<file path="config.mk">
export PLATFORM = sky130hd
export DESIGN_NAME = td_token_engine
export DESIGN_NICKNAME = d
export VERILOG_FILES = /design/src/rtl/td_token_pkg.sv /design/src/rtl/td_pid_map.sv /design/src/rtl/td_cerr_unit.sv /design/src/rtl/td_page_adv.sv /design/src/rtl/td_token_engine.sv
export SDC_FILE = /design/constraint.sdc
export NUM_CORES = 1
export LEC_CHECK = 0
export ABC_AREA = 1
export ABC_CLOCK_PERIOD_IN_PS = 8600
export BUFFER_PORTS_ARGS = -buffer_cell sky130_fd_sc_hd__buf_2
export CELL_PAD_IN_SITES_DETAIL_PLACEMENT = 1
export CELL_PAD_IN_SITES_GLOBAL_PLACEMENT = 1
export CORE_ASPECT_RATIO = 1.25
export CORE_MARGIN = 1
export CORE_UTILIZATION = 41
export DETAILED_ROUTE_END_ITERATION = 8
export PLACE_DENSITY_LB_ADDON = 0.25
export SLEW_MARGIN = 20
export SYNTH_ARGS = -nofsm -noshare
export SYNTH_HDL_FRONTEND = slang
export SYNTH_HIERARCHICAL = 1
export SYNTH_SLANG_ARGS = --single-unit
</file>
<file path="constraint.sdc">
create_clock -name clk -period 8.6 [get_ports clk]
set_clock_uncertainty 0.2 [all_clocks]
set_input_delay 0.86 -clock clk [delete_from_list [all_inputs] [get_ports clk]]
set_output_delay 0.86 -clock clk [all_outputs]
set_load 0.005 [all_outputs]
</file>
<file path="src/rtl/td_token_pkg.sv">
package td_token_pkg;
    localparam int TOTAL_W = 15;
    localparam int PAGE_W  = 3;
    localparam int CERR_W  = 2;
    localparam int OFF_W   = 12;
    localparam int MPL_W   = 11;
    localparam int MAX_PAGE = 4;
    localparam logic [CERR_W-1:0] CERR_FULL = '1;

    typedef enum logic [2:0] {
        RES_OK     = 3'd0,
        RES_XERR   = 3'd1,
        RES_BUFERR = 3'd2,
        RES_STALL  = 3'd3,
        RES_BABBLE = 3'd4
    } res_e;

    typedef enum logic [1:0] {
        PID_OUT   = 2'b00,
        PID_IN    = 2'b01,
        PID_SETUP = 2'b10,
        PID_RSVD  = 2'b11
    } pid_e;

    typedef struct packed {
        logic               tgl;
        logic [TOTAL_W-1:0] total;
        logic               ioc;
        logic [PAGE_W-1:0]  page;
        logic [CERR_W-1:0]  cerr;
        logic [1:0]         pid;
        logic [7:0]         low;
    } token_t;

    typedef struct packed {
        token_t             tok;
        logic [OFF_W-1:0]   off;
        logic               active;
        logic               halted;
        logic [2:0]         flags;
        logic               irq;
    } state_t;
endpackage

</file>
<file path="src/rtl/td_pid_map.sv">
module td_pid_map (
    input  logic [1:0] pid_code,
    output logic [7:0] pid_byte
);
    always_comb begin
        case (pid_code)
            2'b00:   pid_byte = 8'hE1;
            2'b01:   pid_byte = 8'h69;
            2'b10:   pid_byte = 8'h2D;
            default: pid_byte = 8'h00;
        endcase
    end
endmodule

</file>
<file path="src/rtl/td_cerr_unit.sv">
module td_cerr_unit
    import td_token_pkg::*;
(
    input  logic [CERR_W-1:0] cerr_in,
    input  logic [2:0]        code,
    input  logic              restore_ok,
    output logic [CERR_W-1:0] cerr_out,
    output logic              err_halt
);
    always_comb begin
        cerr_out = cerr_in;
        err_halt = 1'b0;
        case (code)
            RES_OK: begin
                if (cerr_in != '0 && restore_ok) cerr_out = CERR_FULL;
            end
            RES_XERR: begin
                if (cerr_in != '0) begin
                    cerr_out = cerr_in - 1'b1;
                    err_halt = (cerr_in == CERR_W'(1));
                end
            end
            RES_STALL, RES_BABBLE: err_halt = 1'b1;
            default: ;
        endcase
    end
endmodule

</file>
<file path="src/rtl/td_page_adv.sv">
module td_page_adv
    import td_token_pkg::*;
(
    input  logic [PAGE_W-1:0]  page_in,
    input  logic [OFF_W-1:0]   off_in,
    input  logic [TOTAL_W-1:0] moved,
    output logic [PAGE_W-1:0]  page_out,
    output logic [OFF_W-1:0]   off_out
);
    localparam int SUM_W = TOTAL_W + 1;
    localparam int CARRY_W = SUM_W - OFF_W;

    logic [SUM_W-1:0]   sum;
    logic [CARRY_W:0]   page_sum;

    always_comb begin
        sum      = SUM_W'(off_in) + SUM_W'(moved);
        off_out  = sum[OFF_W-1:0];
        page_sum = (CARRY_W+1)'(page_in) + (CARRY_W+1)'(sum[SUM_W-1:OFF_W]);
        if (page_sum > (CARRY_W+1)'(MAX_PAGE)) page_out = PAGE_W'(MAX_PAGE);
        else                                   page_out = page_sum[PAGE_W-1:0];
    end
endmodule

</file>
<file path="src/rtl/td_token_engine.sv">
module td_token_engine
    import td_token_pkg::*;
(
    input  logic               clk,
    input  logic               rst_n,
    input  logic               load_valid,
    input  logic [31:0]        load_token,
    input  logic [OFF_W-1:0]   load_off,
    input  logic               res_valid,
    input  logic [2:0]         res_code,
    input  logic [TOTAL_W-1:0] res_bytes,
    input  logic               hs_ep,
    input  logic               async_sched,
    input  logic [MPL_W-1:0]   max_pkt,
    input  logic               err_irq_en,
    output logic [31:0]        token_q,
    output logic               active,
    output logic               halted,
    output logic [2:0]         err_flags,
    output logic [7:0]         pid_byte,
    output logic               irq
);
    state_t st_d, st_q;

    logic [TOTAL_W-1:0] moved;
    logic [TOTAL_W-1:0] total_left;
    logic [CERR_W-1:0]  cerr_n;
    logic               err_halt;
    logic               restore_ok;
    logic [PAGE_W-1:0]  page_n;
    logic [OFF_W-1:0]   off_n;
    logic               short_in;

    assign moved      = (res_bytes > st_q.tok.total) ? st_q.tok.total : res_bytes;
    assign total_left = st_q.tok.total - moved;
    assign restore_ok = (hs_ep || async_sched) &&
                        (st_q.tok.pid == PID_OUT || st_q.tok.pid == PID_IN);
    assign short_in   = (st_q.tok.pid == PID_IN) && (res_bytes < TOTAL_W'(max_pkt));

    td_cerr_unit u_cerr (
        .cerr_in   (st_q.tok.cerr),
        .code      (res_code),
        .restore_ok(restore_ok),
        .cerr_out  (cerr_n),
        .err_halt  (err_halt)
    );

    td_page_adv u_page (
        .page_in (st_q.tok.page),
        .off_in  (st_q.off),
        .moved   (moved),
        .page_out(page_n),
        .off_out (off_n)
    );

    td_pid_map u_pid (
        .pid_code(st_q.tok.pid),
        .pid_byte(pid_byte)
    );

    always_comb begin
        st_d     = st_q;
        st_d.irq = 1'b0;
        if (load_valid) begin
            st_d.tok    = token_t'(load_token);
            st_d.off    = load_off;
            st_d.active = 1'b1;
            st_d.halted = 1'b0;
            st_d.flags  = '0;
        end else if (res_valid && st_q.active) begin
            if (st_q.tok.pid == PID_RSVD) begin
                st_d.active   = 1'b0;
                st_d.halted   = 1'b1;
                st_d.flags[0] = 1'b1;
                st_d.irq      = err_irq_en;
            end else begin
                case (res_code)
                    RES_OK: begin
                        st_d.tok.total = total_left;
                        st_d.tok.tgl   = ~st_q.tok.tgl;
                        st_d.tok.cerr  = cerr_n;
                        st_d.tok.page  = page_n;
                        st_d.off       = off_n;
                        if (total_left == '0 || short_in) begin
                            st_d.active = 1'b0;
                            st_d.irq    = st_q.tok.ioc;
                        end
                    end
                    RES_XERR: begin
                        st_d.tok.cerr = cerr_n;
                        if (err_halt) begin
                            st_d.active   = 1'b0;
                            st_d.halted   = 1'b1;
                            st_d.flags[0] = 1'b1;
                            st_d.irq      = err_irq_en;
                        end
                    end
                    RES_STALL, RES_BABBLE: begin
                        st_d.active = 1'b0;
                        st_d.halted = 1'b1;
                        if (res_code == RES_STALL) st_d.flags[1] = 1'b1;
                        else                       st_d.flags[2] = 1'b1;
                        st_d.irq    = err_irq_en;
                    end
                    default: ;
                endcase
            end
        end
    end

    always_ff @(posedge clk) begin
        if (!rst_n) st_q <= '0;
        else        st_q <= st_d;
    end

    assign token_q   = st_q.tok;
    assign active    = st_q.active;
    assign halted    = st_q.halted;
    assign err_flags = st_q.flags;
    assign irq       = st_q.irq;

    a_r7_halt_not_active: assert property (@(posedge clk) disable iff (!rst_n)
        halted |-> !active);

    a_r12_idle_ignored: assert property (@(posedge clk) disable iff (!rst_n)
        (!active && !load_valid) |=> $stable(token_q));

    a_r2_total_no_grow: assert property (@(posedge clk) disable iff (!rst_n)
        (active && !load_valid) |=> (token_q[30:16] <= $past(token_q[30:16])));

    a_r8_zero_cerr_kept: assert property (@(posedge clk) disable iff (!rst_n)
        (token_q[11:10] == 2'b00 && !load_valid) |=> (token_q[11:10] == 2'b00));

    a_r4_irq_single: assert property (@(posedge clk) disable iff (!rst_n)
        irq |=> !irq);

    a_r4_irq_retired: assert property (@(posedge clk) disable iff (!rst_n)
        irq |-> !active);
endmodule

</file>
* Word level (Yosys, flattened, before mapping)
Cells that the tools add are included.
Cells by class: $add $sub $neg 4, $lt $le $gt $ge 3, equality and inequality tests 12, mux-type cells 35, bitwise operators 5, reductions and logical operators 30
Operator list (number):
- $mux W16 | 4
- $mux W12 | 2
- $pmux W8 S3 | 1
- $mux W2 | 10
- $mux W18 | 1
- $mux W17 | 1
- $add A12 B15 Y16 | 1
- $gt A15 B15 Y1 | 1
- $logic_not A15 Y1 | 1
- $lt A15 B11 Y1 | 1
- $mux W15 | 1
- $mux W5 | 3
- $sub A15 B15 Y15 | 1
- $reduce_and A4 Y1 | 3
- $reduce_bool A2 Y1 | 6
- $reduce_and A3 Y1 | 3
- $ne A4 B4 Y1 const B | 2
- $mux W1 | 6
- $mux W3 | 2
- $pmux W1 S3 | 2
- $reduce_bool A3 Y1 | 2
- $reduce_or A2 Y1 | 3
- $add A3 B4 Y5 | 1
- $gt A5 B3 Y1 const B | 1
- other kinds (18) | 30
Word-level totals: register bits 50, input port bits 80, output and inout bits 46

* Depth between registers and ports, before layout
Gate-level depths: netlist (run 1).
depth after elaboration 10, mapped depth 37

* Cells and area by module
Netlist (run 1), hierarchy kept.
By module, submodules not included:
- td_token_engine | instances 1, cells each 610, area an instance 4031.4 µm², seq. area each 1001.0 µm²
- td_page_adv | instances 1, cells each 192, area an instance 1026.0 µm², seq. area each 0.0 µm²
- td_cerr_unit | instances 1, cells each 24, area an instance 113.9 µm², seq. area each 0.0 µm²
- td_pid_map | instances 1, cells each 14, area an instance 107.6 µm², seq. area each 0.0 µm²

* Worst setup path after synthesis (run 1)
No wires, ideal clock.
path type input to register, from input res_bytes[14], to register st_q, in the netlist token_q[12], setup time 0.074 ns, data arrival time 4.565 ns, data required time 8.326 ns, slack 3.761 ns, cell stages on the path 31, path through ha_1 > nand2_2 > nor2_4 > inv_2 > nor2_4 > nand2_1 > nand2_2 > nand2_4 > buf_6 > clkbuf_1 > o21ai_0 > ha_1 > inv_1 > fa_1 > inv_1 > nand3_1 > nand3_1 > nand3_1 > nand4_1 > nand2_1 > ha_1 > fa_1 > inv_1 > nor2_1 > nor2_1 > nand3_1 > nor2_1 > nand2_2 > nor2_1 > nand2_1 > a31oi_1
Between the ends: word-level cells in the longest chain between the ends 10
Ends and longest elaborated chain:
- start: declaration | RTL line td_token_engine.sv:11 | input logic [TOTAL_W-1:0] res_bytes,
- $gt A15 B15 Y1 * | RTL line td_token_engine.sv:34 | assign moved = (res_bytes > st_q.tok.total) ? st_q.tok.total : res_bytes;
- $mux W15 * | RTL line td_token_engine.sv:34
- named net moved[0] | RTL line td_token_engine.sv:25 | logic [TOTAL_W-1:0] moved;
- $add A12 B15 Y16 * | RTL line td_page_adv.sv:17 | sum = SUM_W'(off_in) + SUM_W'(moved);
- $add A3 B4 Y5 * | RTL line td_page_adv.sv:19 | page_sum = (CARRY_W+1)'(page_in) + (CARRY_W+1)'(sum[SUM_W-1:OFF_W]);
- $gt A5 B3 Y1 | RTL line td_page_adv.sv:20 | if (page_sum > (CARRY_W+1)'(MAX_PAGE)) page_out = PAGE_W'(MAX_PAGE);
- $mux W3 * | RTL line td_page_adv.sv:20
- named net page_n[0] | RTL line td_token_engine.sv:30 | logic [PAGE_W-1:0] page_n;
- $mux W3 * | RTL line td_token_engine.sv:77 | case (res_code)
- $mux W5 * | RTL line td_token_engine.sv:71 | if (st_q.tok.pid == PID_RSVD) begin
- $mux W5 * | RTL line td_token_engine.sv:70 | end else if (res_valid && st_q.active) begin
- $mux W5 * | RTL line td_token_engine.sv:64 | if (load_valid) begin
- end signal: assignment | RTL line td_token_engine.sv:113 | else st_q <= st_d;
- end: declaration | RTL line td_token_engine.sv:23 | state_t st_d, st_q;
The timed path passes the listed nets; every way through them passes the cells marked *. The select of a mux whose other input is x is not followed. A chain may end at the register's enable or synchronous reset.

* Worst setup path after layout (run 1)
from input res_bytes[14], to register st_q, in the netlist token_q[13]
Same word-level chain as after synthesis.

==> results of run 1 <==
per-layer routing:
layer | vias to the layer above | share of wire [%] | global-route usage, %
li1 | 2786 | - | -
met1 | 2521 | 44 | 28.3
met2 | 93 | 51 | 47.3
met3 | 27 | 2.7 | 2.99
met4 | 0 | 2.2 | 7.87
met5 | - | 0 | 0
worst max path at each step:
stage / slack [ns] / startpoint / endpoint / cells past startpoint
6_report: 3.42 / res_bytes[14] / token_q[13] / 32
5_1_grt: 2.93 / res_bytes[14] / token_q[13] / 32
4_1_cts: 3.39 / res_bytes[14] / token_q[12] / 32
3_5_place_dp: 3.08 / res_bytes[14] / token_q[13] / 32
3_3_place_gp: 3.29 / res_bytes[6] / token_q[12] / 30
2_1_floorplan: 3.76 / res_bytes[14] / token_q[12] / 31
synth_stat cells (3+ instances only):
cell type / number
nor2_4: 3
o21ai_0: 37
inv_1: 130
clkbuf_1: 18
a31oi_1: 32
nand3_4: 3
xnor2_1: 3
dfxtp_1: 50
xor2_1: 11
buf_4: 38
ha_1: 58
nand3_2: 3
nand2_1: 224
a211oi_1: 3
nand4_1: 10
or2_2: 15
nand3_1: 47
fa_1: 3
inv_2: 10
nand2_2: 13
a221oi_1: 3
nor3_1: 3
a21oi_1: 29
nor2_1: 70
stage by stage:
step	setup slack, ns	cells	hold slack, ns
2_1_floorplan	3.76	841	0.230
3_3_place_gp	3.29	1077	0.241
3_5_place_dp	3.08	1077	0.243
4_1_cts	3.39	1085	0.255
5_1_grt	2.93	1085	0.289
6_report	3.42	1085	0.252
cell type report:
cell class | count | area (sq um)
clock inverters | 3 | 48.8
fillers | 1815 | 6670
multi-input cells | 594 | 3390
repair buffers | 125 | 631
clock buffers | 5 | 125
well taps | 168 | 210
flip-flops and latches | 50 | 1000
inverters | 140 | 526
logic make-up (layout without fill, tap and decap cells):
logic type                 count (synthesis)  count (layout)  synth area share [%]
AOI/OAI and AO/OA                        115             115                  12.7
xor gates and xnor gates                  14              14                  2.32
adders and majority gates                 61              61                  14.9
buffers and inverters                    197             273                  16.9
DFF                                       50              50                  19.0
other                                      1               2                0.0710
and+or+nand+nor                          402             402                  34.2
power groups by stage:
stage / registers, W / clock network [W] / logic, W
after global placement: 0.000265 / 0 / 0.000339
after global routing: 0.000262 / 0.000259 / 0.000397
after floorplan: 0.000260 / 0 / 0.000261
after CTS: 0.000260 / 0.000251 / 0.000350
final: 0.000260 / 0.000247 / 0.000346
after detailed placement: 0.000265 / 0 / 0.000347
worst max-delay path, delay by kind of cell:
kind	cells	cell delay, ns
and+or+nand+nor	19	1.84
adders and majority gates	4	1.36
AOI/OAI and AO/OA	2	0.37
buffers and inverters	7	0.78
registers in the layout (all words and copies together), names as in the netlist:
register   count
halted         1
token_q       32
err_flags      3
st_q          12
irq            1
active         1
==> run metrics, run 1 <==
status=complete, no violations; Finish-stage setup viols=0; # hold bufs at CTS=0; net switching power=0.000339 W; first-pass GRT wire length=25800 um; minimum clock period=5.18 ns; Synth Register Bits=50; Hold Path Origin=err_flags[0]; RR Endpoint=token_q[13]; Seq/Total Area, Yosys=19.0%; drt initial violations=114; chip height=129 um; Synth async-reset ratio=0%; CP required=8.64 ns; final core occ=47.1%; core area=0.0126 sq mm; most frequent cells in the layout=nand2_1 (224), inv_1 (130), buf_2 (123); clock transition at the registers of the reported paths=0.08 ns; Fin. Hold Viols=0; cell area after synthesis=0.00528 sq mm; Distinct cells, synth=42; internal power consumption=0.000514 W; CTS root buf=clkbuf_16; switching share of power=39.8%; row cnt=46; vias in the first global route=5578; max cap viols=0; post-CTS sizing=0; crit path kind=in2reg; Logic pwr share=40.6%; Reg2Reg Launch Point=token_q[22]; Layout Nets=1057; ant diodes=0; Pre-Repair DR Iteration Count=4; Die Wd=103 um; TNS Setup=0 ns; Congestion Overflow GR=0; post-synthesis cell count=840; reg-to-reg slack, setup=3.58 ns; commonest non-fill, non-tap cell in the layout=nand2_1; CP Launch Type=primary input; clock latency on the worst-skew pair=0.31 ns; cell area after layout=0.00594 sq mm; post-CTS setup repair buffer count=0; WL/cell=14.8 um; Final ANT Viol Nets=0; WHS Endpoint=err_flags[0]; cell taking the most area after synthesis=dfxtp_1; Slew @ Worst Pin=0.874 ns; initial antenna violation count=0; total power=0.000853 W; Tcrit/Tclk final=60.2%; IO Pins=126; vias per inst=5.00; dominant cells by area after synthesis=dfxtp_1 (19%), nand2_1 (16%), ha_1 (14%); number of synthesized flops with an enable pin=0; worst-path fanout max=22; RSZ-0062 raised after global routing=no; Starting Density=41.9%; Die Footprint=0.0133 sq mm; Final HPWL DP=12900 um; Reg power frac=30.5%; critical path endpoint category=register; IO Port Bufs=123; maximum VDD drop=0.0000758 V; share of cells above drive strength 1=20.9%; Syn. warnings=6; Pleak=3.19 nW; Slew Limit Headroom=41.7%; Max stage delay on crit path=0.46 ns; Slew Viols, Final=0; Mapped Avg Cell Area=6.28 sq um; Synth Flop Type=dfxtp_1; CTS tree=yes; f_max=193 MHz; Total GRT Usage=25.0%; cts bufs inserted=5; Hold Crit Class=reg2reg; hold path cells=2; DR vias=5427; Worst R2R Path Depth=32; Pwr Density=144 mW/mm^2; Area Overhead vs Synth=12.4%; Detailed Route WL=16100 um; CP arrival=5.22 ns; H-tree level count=2; DP Area=0.00576 sq mm; top-area cell type share of the netlist area=19.0%; GPL Wtd Cong=0.876; part of the power in the clock network=28.9%; Sink Count=50; largest net degree at the start of global routing=47; maximum clock path buffer count=2; CP max-delay cell=fa_1; residual DRC count=0
No activity file was read; power rests on OpenSTA's default activity.
==> run 2, diff against run 1 <==
ABC_CLOCK_PERIOD_IN_PS = 5150   (was 8600)
CORE_UTILIZATION = 38   (was 41)
clock period = 5.15 ns   (was 8.6 ns; I/O delays follow)
==> run 2 against run 1 <==
  * Sequential cell count unchanged
  * Register-to-register slack worse by 3.1 ns
  * Critical path depth unchanged
  * Via count hardly changed
  * Worst hold slack worse by 0.021 ns
  * Utilization shrank 2.3 points
  * Non-clock buffer count up 6
  * Critical path type is now reg2reg
  * Largest power group unchanged
  * Routed wire length about the same
  * Sequential share of layout area down 0.11 points
  * Largest cell class unchanged
  * Count of clock-buffer cells in the layout stayed put
  * Clock power rose by 65%
  * Global-route usage decreased by 1.7 points
==> run metrics, run 2 (synthesis gave the netlist of run 1 again) <==
initial antenna violation count=0 (unchanged); CP required=5.18 ns (-3.46 ns); Slew Limit Headroom=41.4% (-0.26 points); IO Port Bufs=123 (unchanged); row cnt=47 (+2.2%); chip height=134 um (+3.8%); grt met2 use=43.9% (-3.4 points); core area=0.0134 sq mm (+6.4%); Area Overhead vs Synth=13.7%; cts bufs inserted=5 (unchanged); GRT busiest layer=met2; clock transition at the registers of the reported paths=0.08 ns (about the same); register area=0.00101 sq mm (+0.50%); first-pass GRT wire length=26500 um (+3.0%); cell area after layout=0.00600 sq mm (+1.2%); f_max=214 MHz; total power=0.00143 W (+67%); critical path endpoint category=register; Finish-stage setup viols=0 (unchanged); IO Pins=126 (unchanged); commonest non-fill, non-tap cell in the layout=nand2_1; Final ANT Viol Nets=0 (unchanged); Pre-Repair DR Iteration Count=4 (unchanged); CP most frequent cell=inv_1; Congestion Overflow GR=0 (unchanged); worst-path fanout max=12 (-45%); maximum clock path buffer count=2 (unchanged); final core occ=44.8% (-2.3 points); DP Area=0.00581 sq mm (+0.85%); Final HPWL DP=13100 um (+1.6%); H-tree level count=2 (unchanged); Multi-input gate area=0.00341 sq mm (+0.48%); Fin. Hold Viols=0 (unchanged); CP arrival=4.70 ns (-0.52 ns); crit path kind=reg2reg; Pwr Density=238 mW/mm^2 (+65%); ant diodes=0 (unchanged); Pleak=3.23 nW (+1.0%); clock latency on the worst-skew pair=0.30 ns (about the same); Sink Count=50 (unchanged); Slew Viols, Final=0 (unchanged); Filler cells=1884 (+3.8%); status=complete, no violations; Die Footprint=0.0144 sq mm (+7.8%); largest net degree at the start of global routing=47 (unchanged); met3 Usage GRT=2.19% (-0.80 points); WL/cell=14.7 um (-0.81%); Largest register FFs=32 (unchanged); CP Launch Type=register; RSZ-0062 raised after global routing=no; TNS Setup=0 ns (unchanged); GPL Wtd Cong=0.847 (-3.3%); most frequent cells in the layout=nand2_1 (224), inv_1 (130), buf_2 (123); Max stage delay on crit path=0.47 ns (about the same); Total GRT Usage=23.2% (-1.7 points); Layout Nets=1063 (+0.57%); Reg with most FFs=token_q; CP max-delay cell=fa_1; drt initial violations=164 (+44%); CTS tree=yes; post-CTS setup repair buffer count=0 (unchanged); Detailed Route WL=16100 um (about the same); Slew @ Worst Pin=0.878 ns (+0.00390 ns); DR vias=5426 (-0.018%); Hold Crit Class=in2reg; # hold bufs at CTS=0 (unchanged); maximum VDD drop=0.000141 V (+86%); max cap viols=0 (unchanged); minimum clock period=4.67 ns; Hold WS=0.230 ns (-0.0213 ns); vias per inst=4.96 (-0.84%); residual DRC count=0 (unchanged); CTS root buf=clkbuf_16; share of cells above drive strength 1=22.4% (+1.5 points); Tcrit/Tclk final=90.7%; Starting Density=39.4% (-2.5 points); met1 global-route usage=27.9% (-0.42 points); Die Wd=107 um (+3.8%); vias in the first global route=5599 (+0.38%)
[run 2: cell count changes in the layout (fill, tap and decap cells not counted), sizes merged]
cell / previous run / this run
buf: 125 / 131
clkinv: 0 / 1
clkinvlp: 1 / 0
[run 2: path summary, 6_finish.rpt]
path | from | endpoint | slack (ns) | cells after the start
hold / removal | load_token[9] | token_q[9] | 0.23 | 3
setup reg to reg | token_q[28] | token_q[13] | 0.48 | 32
hold reg to reg | err_flags[0] | err_flags[0] | 0.26 | 2
setup / recovery | token_q[28] | token_q[13] | 0.48 | 32
[run 2: per-layer routing]
| metal | share of wire (%) | routed length (um) |
|---|---|---|
| met4 | 1.3 | 216 |
| met2 | 52 | 8330 |
| met1 | 44 | 7080 |
| met3 | 2.7 | 427 |
| met5 | 0 | 0 |
[run 2: cell type report]
class	count	area share, %
sequential	50	16.8
clock inverter	3	0.792
clock buffer	5	2.08
inverter	140	8.75
timing repair buffer	131	11.3
tap	171	3.56
multi-input combinational	594	56.8
[run 2: worst max-delay path, delay by kind of cell (launching register included)]
family          cells  cell delay [ns]
flops               1             0.40
fa+ha+maj           4             1.34
compound gates      2             0.25
simple gates       19             1.76
buf+inv             7             0.65
[run 2: power by group]
group	internal, W	switching [W]
clock	0.000233	0.000175
combinational	0.000221	0.000368
sequential	0.000410	0.0000212
total	0.000864	0.000564
[run 2: through the flow]
stage,worst slack [ns],instances
6_report,0.477,1094
5_1_grt,0.00457,1094
4_1_cts,0.265,1094
3_5_place_dp,0.138,1086
3_3_place_gp,0.272,1086
2_1_floorplan,0.656,841
[run 2: timing repair]
item	in CTS	in global routing
resized for setup	0	13
endpoints found under the setup margin	0	3
endpoints found under the hold margin	0	0
